--- config.mk ---
export PLATFORM = sky130hd
export DESIGN_NAME = tw_latch_loader
export DESIGN_NICKNAME = d
export VERILOG_FILES = /design/src/rtl/tw_ld_pkg.sv /design/src/rtl/tw_sync.sv /design/src/rtl/tw_shifter.sv /design/src/rtl/tw_latch_bank.sv /design/src/rtl/tw_latch_loader.sv
export SDC_FILE = /design/constraint.sdc
export NUM_CORES = 1
export LEC_CHECK = 0
export BUFFER_PORTS_ARGS = -buffer_cell sky130_fd_sc_hd__buf_4
export CORE_MARGIN = 2
export CORE_UTILIZATION = 55
export DETAILED_ROUTE_END_ITERATION = 8
export MAX_ROUTING_LAYER = met4
export PLACE_DENSITY = 0.8
export SLEW_MARGIN = 10
export SYNTH_ARGS = -nofsm -noshare
export SYNTH_HDL_FRONTEND = slang
export SYNTH_SLANG_ARGS = --single-unit
--- constraint.sdc ---
create_clock -name clk -period 3.1 [get_ports clk]
set_input_delay 0 -clock clk [delete_from_list [all_inputs] [get_ports clk]]
set_output_delay 0 -clock clk [all_outputs]
set_load 0.01 [all_outputs]
--- src/rtl/tw_ld_pkg.sv ---
package tw_ld_pkg;
  parameter int WORD_W = 24;
  parameter int CTRL_W = 2;
  parameter int NUM_LAT = 4;
  localparam int PAY_W = WORD_W - CTRL_W;

  typedef enum logic [CTRL_W-1:0] {
    SEL_REF  = 2'd0,
    SEL_NCNT = 2'd1,
    SEL_FUNC = 2'd2,
    SEL_INIT = 2'd3
  } sel_e;

  function automatic logic [PAY_W-1:0] payload_of(input logic [WORD_W-1:0] w);
    return w[WORD_W-1:CTRL_W];
  endfunction

  function automatic logic [CTRL_W-1:0] sel_of(input logic [WORD_W-1:0] w);
    return w[CTRL_W-1:0];
  endfunction

  function automatic logic [WORD_W-1:0] shift_in(input logic [WORD_W-1:0] w, input logic b);
    return {w[WORD_W-2:0], b};
  endfunction
endpackage

--- src/rtl/tw_sync.sv ---
module tw_sync #(
  parameter int N = 3,
  parameter int STAGES = 2
) (
  input  logic         clk,
  input  logic         rst_n,
  input  logic [N-1:0] async_in,
  output logic [N-1:0] lvl,
  output logic [N-1:0] rise
);
  logic [N-1:0] stg [STAGES];
  logic [N-1:0] prev;

  always_ff @(posedge clk or negedge rst_n) begin
    if (!rst_n) begin
      for (int i = 0; i < STAGES; i++) stg[i] <= '0;
      prev <= '0;
    end else begin
      stg[0] <= async_in;
      for (int i = 1; i < STAGES; i++) stg[i] <= stg[i-1];
      prev <= stg[STAGES-1];
    end
  end

  assign lvl  = stg[STAGES-1];
  assign rise = stg[STAGES-1] & ~prev;
endmodule

--- src/rtl/tw_shifter.sv ---
module tw_shifter
  import tw_ld_pkg::*;
(
  input  logic              clk,
  input  logic              rst_n,
  input  logic              shift_en,
  input  logic              bit_in,
  output logic [WORD_W-1:0] word_q
);
  always_ff @(posedge clk or negedge rst_n) begin
    if (!rst_n)        word_q <= '0;
    else if (shift_en) word_q <= shift_in(word_q, bit_in);
  end
endmodule

--- src/rtl/tw_latch_bank.sv ---
module tw_latch_bank
  import tw_ld_pkg::*;
(
  input  logic                           clk,
  input  logic                           rst_n,
  input  logic                           load,
  input  logic [WORD_W-1:0]              word,
  output logic [NUM_LAT-1:0][PAY_W-1:0]  lat_q,
  output logic                           valid_q,
  output logic [CTRL_W-1:0]              addr_q
);
  logic [CTRL_W-1:0] sel;
  logic [PAY_W-1:0]  pay;

  assign sel = sel_of(word);
  assign pay = payload_of(word);

  for (genvar g = 0; g < NUM_LAT; g++) begin : g_lat
    always_ff @(posedge clk or negedge rst_n) begin
      if (!rst_n)                                 lat_q[g] <= '0;
      else if (load && sel == CTRL_W'(g))         lat_q[g] <= pay;
    end
  end

  always_ff @(posedge clk or negedge rst_n) begin
    if (!rst_n) begin
      valid_q <= 1'b0;
      addr_q  <= '0;
    end else begin
      valid_q <= load;
      if (load) addr_q <= sel;
    end
  end
endmodule

--- src/rtl/tw_latch_loader.sv ---
module tw_latch_loader
  import tw_ld_pkg::*;
(
  input  logic             clk,
  input  logic             rst_n,
  input  logic             ser_clk,
  input  logic             ser_data,
  input  logic             ser_le,
  output logic [PAY_W-1:0] lat_ref,
  output logic [PAY_W-1:0] lat_ncnt,
  output logic [PAY_W-1:0] lat_func,
  output logic [PAY_W-1:0] lat_init,
  output logic             upd_valid,
  output logic [1:0]       upd_addr
);
  localparam int IDX_CLK = 0;
  localparam int IDX_DAT = 1;
  localparam int IDX_LE  = 2;

  logic [2:0] s_lvl, s_rise;
  logic sclk_rise, le_rise, din_s;
  logic [WORD_W-1:0] shift_word;
  logic [NUM_LAT-1:0][PAY_W-1:0] bank;

  tw_sync #(.N(3), .STAGES(2)) u_sync (
    .clk(clk), .rst_n(rst_n),
    .async_in({ser_le, ser_data, ser_clk}),
    .lvl(s_lvl), .rise(s_rise)
  );

  assign sclk_rise = s_rise[IDX_CLK];
  assign le_rise   = s_rise[IDX_LE];
  assign din_s     = s_lvl[IDX_DAT];

  tw_shifter u_shift (
    .clk(clk), .rst_n(rst_n),
    .shift_en(sclk_rise), .bit_in(din_s), .word_q(shift_word)
  );

  tw_latch_bank u_bank (
    .clk(clk), .rst_n(rst_n),
    .load(le_rise), .word(shift_word),
    .lat_q(bank), .valid_q(upd_valid), .addr_q(upd_addr)
  );

  assign lat_ref  = bank[SEL_REF];
  assign lat_ncnt = bank[SEL_NCNT];
  assign lat_func = bank[SEL_FUNC];
  assign lat_init = bank[SEL_INIT];
endmodule

==> key figures <==
Timing
  • Hold Vio Cnt, Final: 0
  • Final Max Slew Viols: 0
  • Rel. slew slack: 0.5011
  • RSZ-0062 raised after global routing: false
  • Tcrit/Tclk final: 0.6520
  • Final TNS setup: 0 ps
  • Fmax: a little under 500 MHz
  • Final setup vio count: 0
  • Setup Skew: just over 8 ps
  • Least-Margin Pin Slew: 744.4 ps
  • Worst hold slack: approximately 140 ps
  • Tmin final: 2021 ps

Yosys
  • Syn Inst Count: between 200 and 300
  • Mapped Area: 4504 um^2
  • Most numerous cell in the Yosys netlist: dfrtp_1
  • Synth Flop Type: dfrtp_1
  • Ys Warns: 0
  • Area share of the largest cell type after synthesis: 0.6833
  • Mapped Avg Cell Area: 17.66 um^2
  • Post-synth EDFFs: 0
  • Synth unique cells: 12
  • Synth async-reset ratio: 1.000
  • Most common library cells after synthesis: 123 x dfrtp_1, 111 x mux2_2, 6 x buf_4
  • Syn Nets: between 200 and 300
  • Synth area leaders: dfrtp_1 68%, mux2_2 28%, buf_4 1.0%
  • Synth Register Bits: about 120
  • Register area share after synthesis: 0.6833
  • Synth area leader: dfrtp_1

Routing
  • DRC violations left: 0
  • Starting DRT DRC Count: about 150
  • Detail Route Antenna Nets: 0
  • Drt pass-1 iters: 4
  • Vias post-DR: 2560
  • Final WL: between 8000 and 9000 um
  • Drt via density: around 5.2
  • Drt wl/cell: 18.33 um

Floorplan
  • Initial core utilization: 0.5566
  • Die area: slightly below 9000 um^2
  • Chip Width: 94.50 um
  • I/O pin total: 96
  • Die Y-Extent: 94.50 um
  • Row cnt: 33
  • Core area: about 8100 um^2

Clock network
  • CTS clk-pin slew, worst paths: 60 ps
  • Worst skew pair latency: 500 ps
  • Clk buf depth: 2
  • Setup Buffers After CTS: 0
  • CTS tree: built
  • CTS sink count: around 120
  • CTS Root Cell: clkbuf_8
  • H-tree depth: 4
  • CTS Buf Count: 17

Finish
  • Layout filler cell count: between 500 and 600
  • Nets@finish: around 380
  • Antenna cell count: 0
  • Final core utilization: 0.7417
  • Layout cells sized above 1: 0.6432
  • Syn-to-layout area delta: 33.25%
  • Post-route design area: roughly 6000 um^2

GRT
  • Largest net degree at the start of global routing: between 90 and 100
  • First-pass GRT wire length: around 14000 um
  • Total GRT Usage: 0.2235
  • Aggregate global routing overflow: 0
  • Antenna violations before repair: 0
  • Vias in the first global route: 2688

Worst setup path
  • CP required: about 3500 ps
  • Crit path kind: reg -> reg
  • CP peak stage delay: around 720 ps
  • Crit start category: flop
  • CP startpoint: u_shift.word_q[0]
  • Critical Path End Type: flop
  • Crit path cell chain: and4bb_1 > buf_4 > mux2_2
  • R2R Path Start: u_shift.word_q[0]
  • CP max-delay cell: and4bb_1
  • CP Max Fanout: 12
  • Arrival time worst endpoint: around 2400 ps

Place
  • GPL Wtd Cong: about 0.72
  • Placed Area: roughly 5300 um^2
  • Port Buffers: 95
  • Post-DP HPWL: around 5700 um

Run status
  • Status: complete, no violations

Power
  • Leak Pwr: approximately 3.1 nW
  • Max IR drop VDD: ~0.58 mV
  • Pwr/cell area: about 900 nW/um^2

Worst hold path
  • Type of the worst min-delay path: in -> reg
  • Worst hold start: ser_le

Flow run
  • MaxCap Viol Count: 0
sequential cells by signal, indices dropped and copies added (netlist names):
name and count:
u_sync.lvl 3, u_shift.word_q 24, u_sync.stg 3, u_bank.lat_q 88
u_bank.addr_q 2, u_sync.prev 2, u_bank.valid_q 1
per-layer routing:
metal | wire length (um) | GRT usage | vias to the layer above
met5 | 0 | - | -
li1 | - | - | 1144
met4 | 70 | 0.07246 | 0
met3 | 549 | 0.08220 | 7
met2 | 4287 | 0.3250 | 80
met1 | 4053 | 0.2958 | 1329
final timing paths:
path	slack (ps)	cells after the start	to
setup / recovery	1080	3	u_bank.lat_q[49]
hold / removal	140	2	u_sync.stg[5]
setup reg to reg	1080	3	u_bank.lat_q[49]
hold reg to reg	350	0	u_sync.lvl[1]
max in group asynchronous	1690	5	u_bank.lat_q[20]
min in group asynchronous	500	3	u_bank.lat_q[19]
power by group:
group | switching, mW | leakage (nW) | internal (mW)
clock network | 0.703 | 0.270 | 1.22
registers | 0.319 | 1.62 | 2.00
logic | 0.452 | 1.16 | 0.685
total | 1.47 | 3.05 | 3.91
cells in the final DEF (no fill, tap or decap):
master | netlist | layout
inv_6 | 0 | 2
clkinv_2 | 0 | 2
and4bb_1 | 2 | 2
clkinvlp_4 | 0 | 6
buf_4 | 6 | 102
clkbuf_16 | 0 | 16
nor2b_2 | 0 | 1
mux2_1 | 3 | 3
nor4b_4 | 1 | 1
bufinv_16 | 0 | 3
clkbuf_8 | 0 | 1
buf_16 | 0 | 1
clkbuf_1 | 1 | 1
dfrtp_1 | 123 | 123
clkinv_4 | 0 | 1
mux2_2 | 111 | 111
dlygate4sd3_1 | 0 | 5
nand2b_1 | 1 | 1
nand4b_1 | 1 | 1
inv_1 | 1 | 1
timing repair:
item                      4_1_cts  5_1_grt
resized for setup               0        0
hold endpoints to repair       92       25
hold buffers                    4        1
through the flow:
| stage | power, mW | setup WS, ps | instances |
|---|---|---|---|
| after CTS | 5.432 | 1063 | 487 |
| final | 5.384 | 1079 | 489 |
| after global routing | 5.633 | 1004 | 489 |
| after global placement | 3.423 | 1121 | 451 |
| after floorplan | 2.802 | 1654 | 255 |
| after detailed placement | 3.475 | 1095 | 451 |
critical path, delay by kind of cell, from the launching register on:
kind                   cells  cell delay, ps
flip-flops                 1             470
buffers and inverters      1             350
multiplexers               1             360
AND/OR/NAND/NOR            1             720
cell families after synthesis:
family,synth area share
and+or+nand+nor,0.01556
buffers and inverters,0.01611
muxes,0.2850
DFF,0.6833
final cells by class:
cell class / count / area, um^2 / area share
Sequential cell: 123 / 3078 / 0.5128
Timing Repair Buffer: 108 / 843.3 / 0.1405
Tap cell: 105 / 131.4 / 0.02189
Inverter: 1 / 3.754 / 0.0006254
Clock buffer: 18 / 417.9 / 0.06963
Multi-Input combinational cell: 120 / 1356 / 0.2260
Clock inverter: 14 / 171.4 / 0.02856
Power figures use the tool's default switching activity.
